[config.mk]
export PLATFORM = sky130hd
export DESIGN_NAME = addr_window_xlate
export DESIGN_NICKNAME = d
export VERILOG_FILES = /design/src/rtl/obx_pkg.sv /design/src/rtl/obx_reg_decode.sv /design/src/rtl/obx_win_bank.sv /design/src/rtl/obx_win_match.sv /design/src/rtl/obx_prio_pick.sv /design/src/rtl/addr_window_xlate.sv
export SDC_FILE = /design/constraint.sdc
export NUM_CORES = 2
export LEC_CHECK = 0
export BUFFER_PORTS_ARGS = -buffer_cell sky130_fd_sc_hd__buf_2
export CELL_PAD_IN_SITES_DETAIL_PLACEMENT = 1
export CELL_PAD_IN_SITES_GLOBAL_PLACEMENT = 1
export CORE_MARGIN = 10
export CORE_UTILIZATION = 30
export DETAILED_ROUTE_END_ITERATION = 8
export PLACE_DENSITY_LB_ADDON = 0.15
export REMOVE_ABC_BUFFERS = 1
export SLEW_MARGIN = 10
export SYNTH_ARGS = -nofsm -noshare
export SYNTH_HDL_FRONTEND = slang
export SYNTH_SLANG_ARGS = --single-unit
[constraint.sdc]
create_clock -name clk -period 3.57 [get_ports clk]
set_clock_uncertainty 0.1 [all_clocks]
set_input_delay 0.357 -clock clk [delete_from_list [all_inputs] [get_ports clk]]
set_output_delay 0.357 -clock clk [all_outputs]
set_load 0.005 [all_outputs]
[src/rtl/obx_pkg.sv]
package obx_pkg;

  localparam int OBX_AW          = 64;
  localparam int OBX_DW          = 32;
  localparam int OBX_GRAN        = 16;
  localparam int OBX_STRIDE_LOG2 = 5;

  typedef enum logic [2:0] {
    SLOT_MATCH_LO = 3'd0,
    SLOT_MATCH_HI = 3'd1,
    SLOT_REMAP_LO = 3'd2,
    SLOT_REMAP_HI = 3'd3,
    SLOT_MASK_LO  = 3'd4,
    SLOT_MASK_HI  = 3'd5,
    SLOT_ACTIONS  = 3'd6,
    SLOT_TAIL     = 3'd7
  } obx_slot_e;

  typedef struct packed {
    logic [OBX_AW-1:0] match;
    logic [OBX_AW-1:0] remap;
    logic [OBX_AW-1:0] mask;
    logic [OBX_DW-1:0] actions;
  } obx_win_t;

endpackage

[src/rtl/obx_reg_decode.sv]
module obx_reg_decode
  import obx_pkg::*;
#(
  parameter int              NUM_WIN  = 8,
  parameter int              REG_AW   = 16,
  parameter logic [REG_AW-1:0] WIN_BASE = 16'h4C00,
  localparam int             WIN_W    = $clog2(NUM_WIN)
) (
  input  logic [REG_AW-1:0] addr,
  output logic              sel_win,
  output logic              sel_dflt,
  output logic [WIN_W-1:0]  win_idx,
  output obx_slot_e         slot
);

  localparam int SPAN = NUM_WIN << OBX_STRIDE_LOG2;

  logic [REG_AW-1:0] off;
  logic              in_map;

  always_comb begin
    off     = addr - WIN_BASE;
    in_map  = (addr >= WIN_BASE) && (32'(off) < 32'(SPAN)) && (off[1:0] == 2'b00);
    slot    = obx_slot_e'(off[OBX_STRIDE_LOG2-1:2]);
    win_idx = off[OBX_STRIDE_LOG2 +: WIN_W];
    sel_win  = in_map && (slot != SLOT_TAIL);
    sel_dflt = in_map && (slot == SLOT_TAIL) && (32'(win_idx) == 32'(NUM_WIN - 1));
  end

endmodule

[src/rtl/obx_win_bank.sv]
module obx_win_bank
  import obx_pkg::*;
#(
  parameter int  NUM_WIN = 8,
  localparam int WIN_W   = $clog2(NUM_WIN)
) (
  input  logic                        clk,
  input  logic                        rst_n,
  input  logic                        wr_en,
  input  logic [WIN_W-1:0]            wr_win,
  input  obx_slot_e                   wr_slot,
  input  logic [OBX_DW-1:0]           wdata,
  output obx_win_t [NUM_WIN-1:0]      wins_o
);

  for (genvar gi = 0; gi < NUM_WIN; gi++) begin : g_win
    obx_win_t win_q;

    always_ff @(posedge clk or negedge rst_n) begin
      if (!rst_n) begin
        win_q <= '0;
      end else if (wr_en && (wr_win == WIN_W'(gi))) begin
        case (wr_slot)
          SLOT_MATCH_LO: win_q.match[31:0]  <= wdata;
          SLOT_MATCH_HI: win_q.match[63:32] <= wdata;
          SLOT_REMAP_LO: win_q.remap[31:0]  <= wdata;
          SLOT_REMAP_HI: win_q.remap[63:32] <= wdata;
          SLOT_MASK_LO:  win_q.mask[31:0]   <= {wdata[OBX_DW-1:OBX_GRAN], {OBX_GRAN{1'b0}}};
          SLOT_MASK_HI:  win_q.mask[63:32]  <= wdata;
          SLOT_ACTIONS:  win_q.actions      <= wdata;
          default:       win_q              <= win_q;
        endcase
      end
    end

    assign wins_o[gi] = win_q;
  end

endmodule

[src/rtl/obx_win_match.sv]
module obx_win_match
  import obx_pkg::*;
(
  input  obx_win_t          win,
  input  logic [OBX_AW-1:0] addr,
  output logic              hit,
  output logic [OBX_AW-1:0] xaddr
);

  logic enabled;

  always_comb begin
    enabled = win.match[0];
    hit     = enabled && (((addr ^ win.match) & win.mask) == '0);
    xaddr   = (win.remap & win.mask) | (addr & ~win.mask);
  end

endmodule

[src/rtl/obx_prio_pick.sv]
module obx_prio_pick #(
  parameter int  NUM_WIN = 8,
  localparam int WIN_W   = $clog2(NUM_WIN)
) (
  input  logic [NUM_WIN-1:0] hits,
  output logic               any,
  output logic [WIN_W-1:0]   idx
);

  always_comb begin
    any = |hits;
    idx = '0;
    for (int i = NUM_WIN - 1; i >= 0; i--) begin
      if (hits[i]) idx = WIN_W'(i);
    end
  end

endmodule

[src/rtl/addr_window_xlate.sv]
module addr_window_xlate
  import obx_pkg::*;
#(
  parameter int                NUM_WIN  = 8,
  parameter int                REG_AW   = 16,
  parameter logic [REG_AW-1:0] WIN_BASE = 16'h4C00
) (
  input  logic              clk,
  input  logic              rst_n,
  input  logic              reg_wr_en,
  input  logic [15:0]       reg_addr,
  input  logic [31:0]       reg_wdata,
  output logic [31:0]       reg_rdata,
  input  logic              req_valid,
  output logic              req_ready,
  input  logic [63:0]       req_addr,
  output logic              rsp_valid,
  input  logic              rsp_ready,
  output logic [63:0]       rsp_addr,
  output logic [31:0]       rsp_actions,
  output logic              rsp_hit
);

  localparam int WIN_W = $clog2(NUM_WIN);

  logic                   sel_win;
  logic                   sel_dflt;
  logic [WIN_W-1:0]       dec_win;
  obx_slot_e              dec_slot;
  obx_win_t [NUM_WIN-1:0] wins;
  logic [OBX_DW-1:0]      dflt_actions_q;
  logic [NUM_WIN-1:0]     hits;
  logic [OBX_AW-1:0]      xaddrs [NUM_WIN];
  logic                   any_hit;
  logic [WIN_W-1:0]       win_sel;
  obx_win_t               rd_win;

  obx_reg_decode #(
    .NUM_WIN (NUM_WIN),
    .REG_AW  (REG_AW),
    .WIN_BASE(WIN_BASE)
  ) u_dec (
    .addr    (reg_addr[REG_AW-1:0]),
    .sel_win (sel_win),
    .sel_dflt(sel_dflt),
    .win_idx (dec_win),
    .slot    (dec_slot)
  );

  obx_win_bank #(
    .NUM_WIN(NUM_WIN)
  ) u_bank (
    .clk    (clk),
    .rst_n  (rst_n),
    .wr_en  (reg_wr_en && sel_win),
    .wr_win (dec_win),
    .wr_slot(dec_slot),
    .wdata  (reg_wdata),
    .wins_o (wins)
  );

  always_ff @(posedge clk or negedge rst_n) begin
    if (!rst_n) dflt_actions_q <= '0;
    else if (reg_wr_en && sel_dflt) dflt_actions_q <= reg_wdata;
  end

  for (genvar gi = 0; gi < NUM_WIN; gi++) begin : g_match
    obx_win_match u_match (
      .win  (wins[gi]),
      .addr (req_addr),
      .hit  (hits[gi]),
      .xaddr(xaddrs[gi])
    );
  end

  obx_prio_pick #(
    .NUM_WIN(NUM_WIN)
  ) u_pick (
    .hits(hits),
    .any (any_hit),
    .idx (win_sel)
  );

  always_comb begin
    rsp_hit     = any_hit;
    rsp_addr    = any_hit ? xaddrs[win_sel] : req_addr;
    rsp_actions = any_hit ? wins[win_sel].actions : dflt_actions_q;
    rsp_valid   = req_valid;
    req_ready   = rsp_ready;
  end

  always_comb begin
    rd_win    = wins[dec_win];
    reg_rdata = '0;
    if (sel_dflt) begin
      reg_rdata = dflt_actions_q;
    end else if (sel_win) begin
      case (dec_slot)
        SLOT_MATCH_LO: reg_rdata = rd_win.match[31:0];
        SLOT_MATCH_HI: reg_rdata = rd_win.match[63:32];
        SLOT_REMAP_LO: reg_rdata = rd_win.remap[31:0];
        SLOT_REMAP_HI: reg_rdata = rd_win.remap[63:32];
        SLOT_MASK_LO:  reg_rdata = rd_win.mask[31:0];
        SLOT_MASK_HI:  reg_rdata = rd_win.mask[63:32];
        SLOT_ACTIONS:  reg_rdata = rd_win.actions;
        default:       reg_rdata = '0;
      endcase
    end
  end

endmodule

* Word-level counts from Yosys, hierarchy flattened
Index checks and enable logic that the tools add are counted.
** Storage, ports and cells
- Memories kept :: 0
- Bits in writable memories :: 0
- Output and inout port bits :: 131
- Bits in read-only memories :: 0
- Flip-flop bits (word level) :: 1696
- Latch bits :: 0
- Input port bits :: 117
** Operators by class
- Equality and inequality tests :: 15
- Divide/modulo/power cells :: 0
- Reduce and logical (&&, ||, !) cells :: 91
- Bitwise gates (word level) :: 49
- Magnitude comparators :: 5
- $mul :: 0
- Muxes and demuxes :: 20
- Shift-type cells :: 0
- $add $sub $neg :: 1
** Operators with widths (count)
- $and 64x64->64 :: 24
- $bmux 224 s3 :: 2
- $logic_not 64->1 :: 8
- $not 64->64 :: 8
- $or 64x64->64 :: 8
- $xor 64x64->64 :: 8
- $mux 224 :: 1
- $pmux 32 s7 :: 1
- $bmux 64 s3 :: 1
- $mux 64 :: 3
- $mux 32 :: 4
- $reduce_and 2->1 :: 56
- $eq 3x3->1 const B :: 8
- $mux 3 :: 8
- $logic_and 1x1->1 :: 23
- $ge 16x15->1 const B :: 1
- $lt 16x9->1 const B :: 1
- $sub 16x15->16 const B :: 1
- $eq 3x2->1 const B :: 4
- $lt 3x4->1 const B :: 2
- $reduce_or 8->1 :: 1
- $eq 3x1->1 const B :: 2
- $logic_not 3->1 :: 2
- $ge 4x4->1 const B :: 1
- 3 further kinds :: 3

* Longest topological paths before layout
- Word-level depth :: 17
- Gate-level depth with buffers :: 18
- Depth with buffers taken out :: 11

* Hierarchy
Synthesis repeated with hierarchy kept, for this count alone.
** Second synthesis, totals
- Cells, all modules :: 7154
- Area, all modules :: 99026.2 um^2
** By module, submodules not included
- obx_win_bank :: cells an instance 3874, area an instance 63234.4 um^2, instances 1
- addr_window_xlate :: cells an instance 1926, area an instance 22472.8 um^2, instances 1
- obx_win_match :: cells an instance 166, area an instance 1641.6 um^2, instances 8
- obx_reg_decode :: cells an instance 13, area an instance 105.1 um^2, instances 1
- obx_prio_pick :: cells an instance 13, area an instance 81.3 um^2, instances 1

* Worst setup path after synthesis
OpenSTA, ideal clock, no wires.
- Path type :: input to output
- From :: input port req_addr[57]
- To :: output port rsp_addr[23]
- Data arrival time :: 3.335 ns
- Cell stages on the path :: 14
- Path slack :: -0.222 ns
- Data required time :: 3.113 ns
- Path through :: buf_2 -> xor2_1 -> a22oi_1 -> nand4_1 -> or4_1 -> or4_4 -> a21oi_2 -> or2_1 -> buf_4 -> buf_6 -> buf_2 -> mux2_2 -> nor4b_1 -> a211o_1
** Between the ends
- Cells in the longest elaborated chain, start to end :: 17
- Elaborated cells between the ends (all ways) :: 46
- Classes of those cells :: 12 x mux; 17 x bitwise; 17 x reduce/logical
** RTL lines
- start: declaration :: line addr_window_xlate.sv:16 : input logic [63:0] req_addr,
- $xor 64x64->64 :: line obx_win_match.sv:14 : hit = enabled && (((addr ^ win.match) & win.mask) == '0);
- $and 64x64->64 :: line obx_win_match.sv:14
- $logic_not 64->1 :: line obx_win_match.sv:14
- $logic_and 1x1->1 :: line obx_win_match.sv:14
- $mux 3 (8 in series) :: line obx_prio_pick.sv:14 : if (hits[i]) idx = WIN_W'(i);
- $not 3->4 (implied by the code) :: line addr_window_xlate.sv:86 : rsp_addr = any_hit ? xaddrs[win_sel] : req_addr;
- $bmux 64 s3 :: line addr_window_xlate.sv:86
- $mux 64 (implied by the code) (2 in series) :: line addr_window_xlate.sv:86
- $mux 64 * :: line addr_window_xlate.sv:86
- end: declaration :: line addr_window_xlate.sv:19 : output logic [63:0] rsp_addr,
Every way passes the cells marked *; elsewhere a longest branch is shown, timed or not. The select of a mux whose other input is x is not followed.

* Worst setup path in the final report
- From :: register u_bank.g_win[6].win_q (netlist bit u_bank.wins_o[1538])
- To :: output port rsp_addr[57]
** Between the ends
- Cells in the longest elaborated chain, start to end :: 16
- Elaborated cells between the ends (all ways) :: 17
- Classes of those cells :: 11 x mux; 3 x bitwise; 3 x reduce/logical
** RTL lines
- start: declaration :: line obx_win_bank.sv:17 : obx_win_t win_q;
- start signal: assignment :: line obx_win_bank.sv:31 : default: win_q <= win_q;
- $xor 64x64->64 * :: line obx_win_match.sv:14
- $and 64x64->64 * :: line obx_win_match.sv:14
- $logic_not 64->1 * :: line obx_win_match.sv:14
- $logic_and 1x1->1 * :: line obx_win_match.sv:14
- $mux 3 (7 in series) :: line obx_prio_pick.sv:14
- $not 3->4 (implied by the code) :: line addr_window_xlate.sv:86
- $bmux 64 s3 :: line addr_window_xlate.sv:86
- $mux 64 (implied by the code) (2 in series) :: line addr_window_xlate.sv:86
- $mux 64 * :: line addr_window_xlate.sv:86
Marked as above.

==> out/qor.txt <==
Status = finished with violations
Violated checks = negative setup slack
Slew headroom = 0.118
First-pass GRT wire length = 837 mm
RSZ-0062 raised after global routing = true
Routed wire length per instance = 45.9 um
First-pass DRT Iterations = 6
M3 GR Usage = 0.0749
Post-synth top area cell = dfrtp_1
CTS buffer count = 218
Flop and latch count out of synthesis = 1696
Post-synth ARST share = 1.00
Met2 Use GR = 0.553
CP required = 3.11 ns
TritonCTS clock tree = done
GR peak layer = met2
Final critical-path setup slack = -2.29 ns
Min Tclk post-route = 5.86 ns
Worst Tran Pin Value = 1.32 ns
DRC = 0
Clock sink count = 1696
Setup TNS = -171.55 ns
Die Height = 585 um
Die W = 585 um
Most common cell after layout, fill and taps aside = buf_4
Synth top area share = 0.443
Hold Slack = 0.0888 ns
Leakage Power = 0.0615 uW
Hold Path Cell Cnt = 2
EDFF count, synth = 0
Power Total = 45900 uW
Post-synth cell types = 73
Vias in the first global route = 86021
GR Util met1 = 0.487
Slowest CP cell = a22oi_2
Max_cap viols = 0
Routability Congestion = 1.06
Gr usage total = 0.362
Clock slew at reported path FFs = 0.06 ns
Primary FF master, synth = dfrtp_1
Die area = 342000 um^2
1st-iter DRT viols = 9796
Root buffer cell = clkbuf_16
H-tree Lvls = 4
Slew Viols, Final = 0
Crit path max fanout = 8
Final wirelength = 643 mm
Most frequent cells in the layout = buf_4 (1722), mux2_2 (1708), dfrtp_1 (1614), nand2_1 (550), mux4_2 (416)
CP most frequent cell = buf_12
PortBufs = 211
# nets final = 9744
Setup CP Type = reg -> out
Seq/Total Area, Yosys = 0.443
Post-synthesis cell area = 95800 um^2
Synth area leaders = dfrtp_1 (44%), mux2_2 (20%), mux4_2 (9.8%), mux2i_1 (3.7%), xor2_1 (3.5%)
P&R area growth vs syn = 38.1%
Number of core rows = 207
I/O pin count = 248
Post-DP HPWL = 482 mm
GR Overflow Total = 0
Reg2Reg Depth = 4
Startpoint types = flop
Layout cells sized above 1 = 0.572
Vias/cell = 6.04
Pre-CTS setup slack = -2.43 ns
WP buf/inv = 7
Initial antenna violation count = 98
YS warnings = 0
Worst Hold Class = in -> reg
Crit-path leading delay family = compound AO/OA/AOI/OAI gates
Final period util = 1.64
Crit path largest cell delay = 0.49 ns
Final Hold Vio Count = 0
CP cell instances = xor2_1 -> a22oi_2 -> buf_4 -> nand4_1 -> or4_4 -> o211ai_1 -> a2111oi_4 -> buf_12 -> or2_4 -> buf_12 -> buf_12 -> buf_16 -> buf_8 -> o311a_1 -> a21oi_2 -> nor3_2 -> a211o_1 -> buf_2
Core Area = 318000 um^2
Crit. End Element = output port
Peak VDD IR = 381 uV
Worst EP arrival = 5.41 ns
Final setup viols = 101
Max Freq = 171 MHz
Post-route ant nets = 0
Syn Inst Count = 7702
Final core utilization = 0.416
Initial Util = 0.301
Largest net degree at the start of global routing = 143
WP depth = 18
Syn avg cell area = 12.4 um^2
CTS Buffer Depth = 4
Vias = 84577
Clk_lat worst skew = 0.94 ns
Power per cell area = 347 nW/um^2
-- timing repair --
action                                 4_1_cts  5_1_grt
gates resized for setup                    636      279
endpoints found under the hold margin      220        0
setup endpoints to repair                  111      110
pin swaps                                  199      168
cloned                                      21        9
hold buffers                                18        0
buffers inserted                           126       45
-- power by group --
| group | total [uW] | internal [uW] | switching [uW] |
|---|---|---|---|
| Clock | 22800 | 13100 | 9670 |
| Combinational | 3830 | 1170 | 2660 |
| Sequential | 19200 | 19200 | 6.49 |
-- cell usage after synthesis, drive strengths merged (9+ instances only) --
master,instances
mux2,1714
dfrtp,1696
nand2,573
clkbuf,525
mux4,416
xor2,384
mux2i,354
a22oi,346
buf,254
a21oi,203
nand3,149
nor3,115
a211o,109
nand4,95
nor2,91
o311a,89
o21ai,77
o22ai,63
a211oi,56
inv,51
o221ai,51
a32oi,44
or4b,43
nor4,28
a221oi,22
a311o,21
and2,12
and3,11
nor2b,11
nand3b,9
nor4b,9
-- layer usage --
| metal | vias to the layer above | part of all wire |
|---|---|---|
| met5 | - | 0.00036 |
| met4 | 36 | 0.063 |
| met3 | 1158 | 0.082 |
| met2 | 4221 | 0.44 |
| met1 | 46152 | 0.42 |
| li1 | 33010 | - |
-- stage by stage --
stage	std cells	cell area [um^2]
after floorplan	6923	92200
after global placement	13403	119000
after detailed placement	13403	119000
after CTS	13946	131000
after global routing	13990	132000
final	14013	132000
-- area by class of cell --
| type | instances | area [um^2] |
|---|---|---|
| fill | 33059 | 186000 |
| sequential | 1696 | 42500 |
| tap | 4180 | 5230 |
| inverter | 51 | 191 |
| clock inverter | 72 | 876 |
| timing repair buffer | 2484 | 24000 |
| antenna | 31 | 77.6 |
| multi-input combinational | 5176 | 53100 |
| clock buffer | 323 | 6300 |
-- flip-flops by register name, indices dropped and copies added, names as in the netlist --
register	count
u_bank.wins_o	1664
dflt_actions_q	32
-- cells by family (layout without fill, tap and decap cells) --
kind of cell           after synthesis  in the layout  share of synthesized area
XOR/XNOR                           384            384                     0.0351
flip-flops                        1696           1696                      0.443
AND/OR/NAND/NOR                   1170           1170                     0.0587
AO/OA/AOI/OAI                     1138           1138                     0.0877
other                                0             31                          0
multiplexers                      2484           2484                      0.336
buffers and inverters              830           2930                     0.0392
-- final timing paths --
path                                      from                  end  slack, ns
min                              reg_wdata[16]  u_bank.wins_o[1424]       0.09
min in group asynchronous                rst_n  u_bank.wins_o[1570]       0.51
max reg2reg                 u_bank.wins_o[749]   u_bank.wins_o[749]       2.14
min reg2reg                 u_bank.wins_o[783]   u_bank.wins_o[783]       0.40
max in group asynchronous                rst_n  u_bank.wins_o[1620]       1.30
max                        u_bank.wins_o[1538]         rsp_addr[57]      -2.29
(Power assumes the default switching activity.)
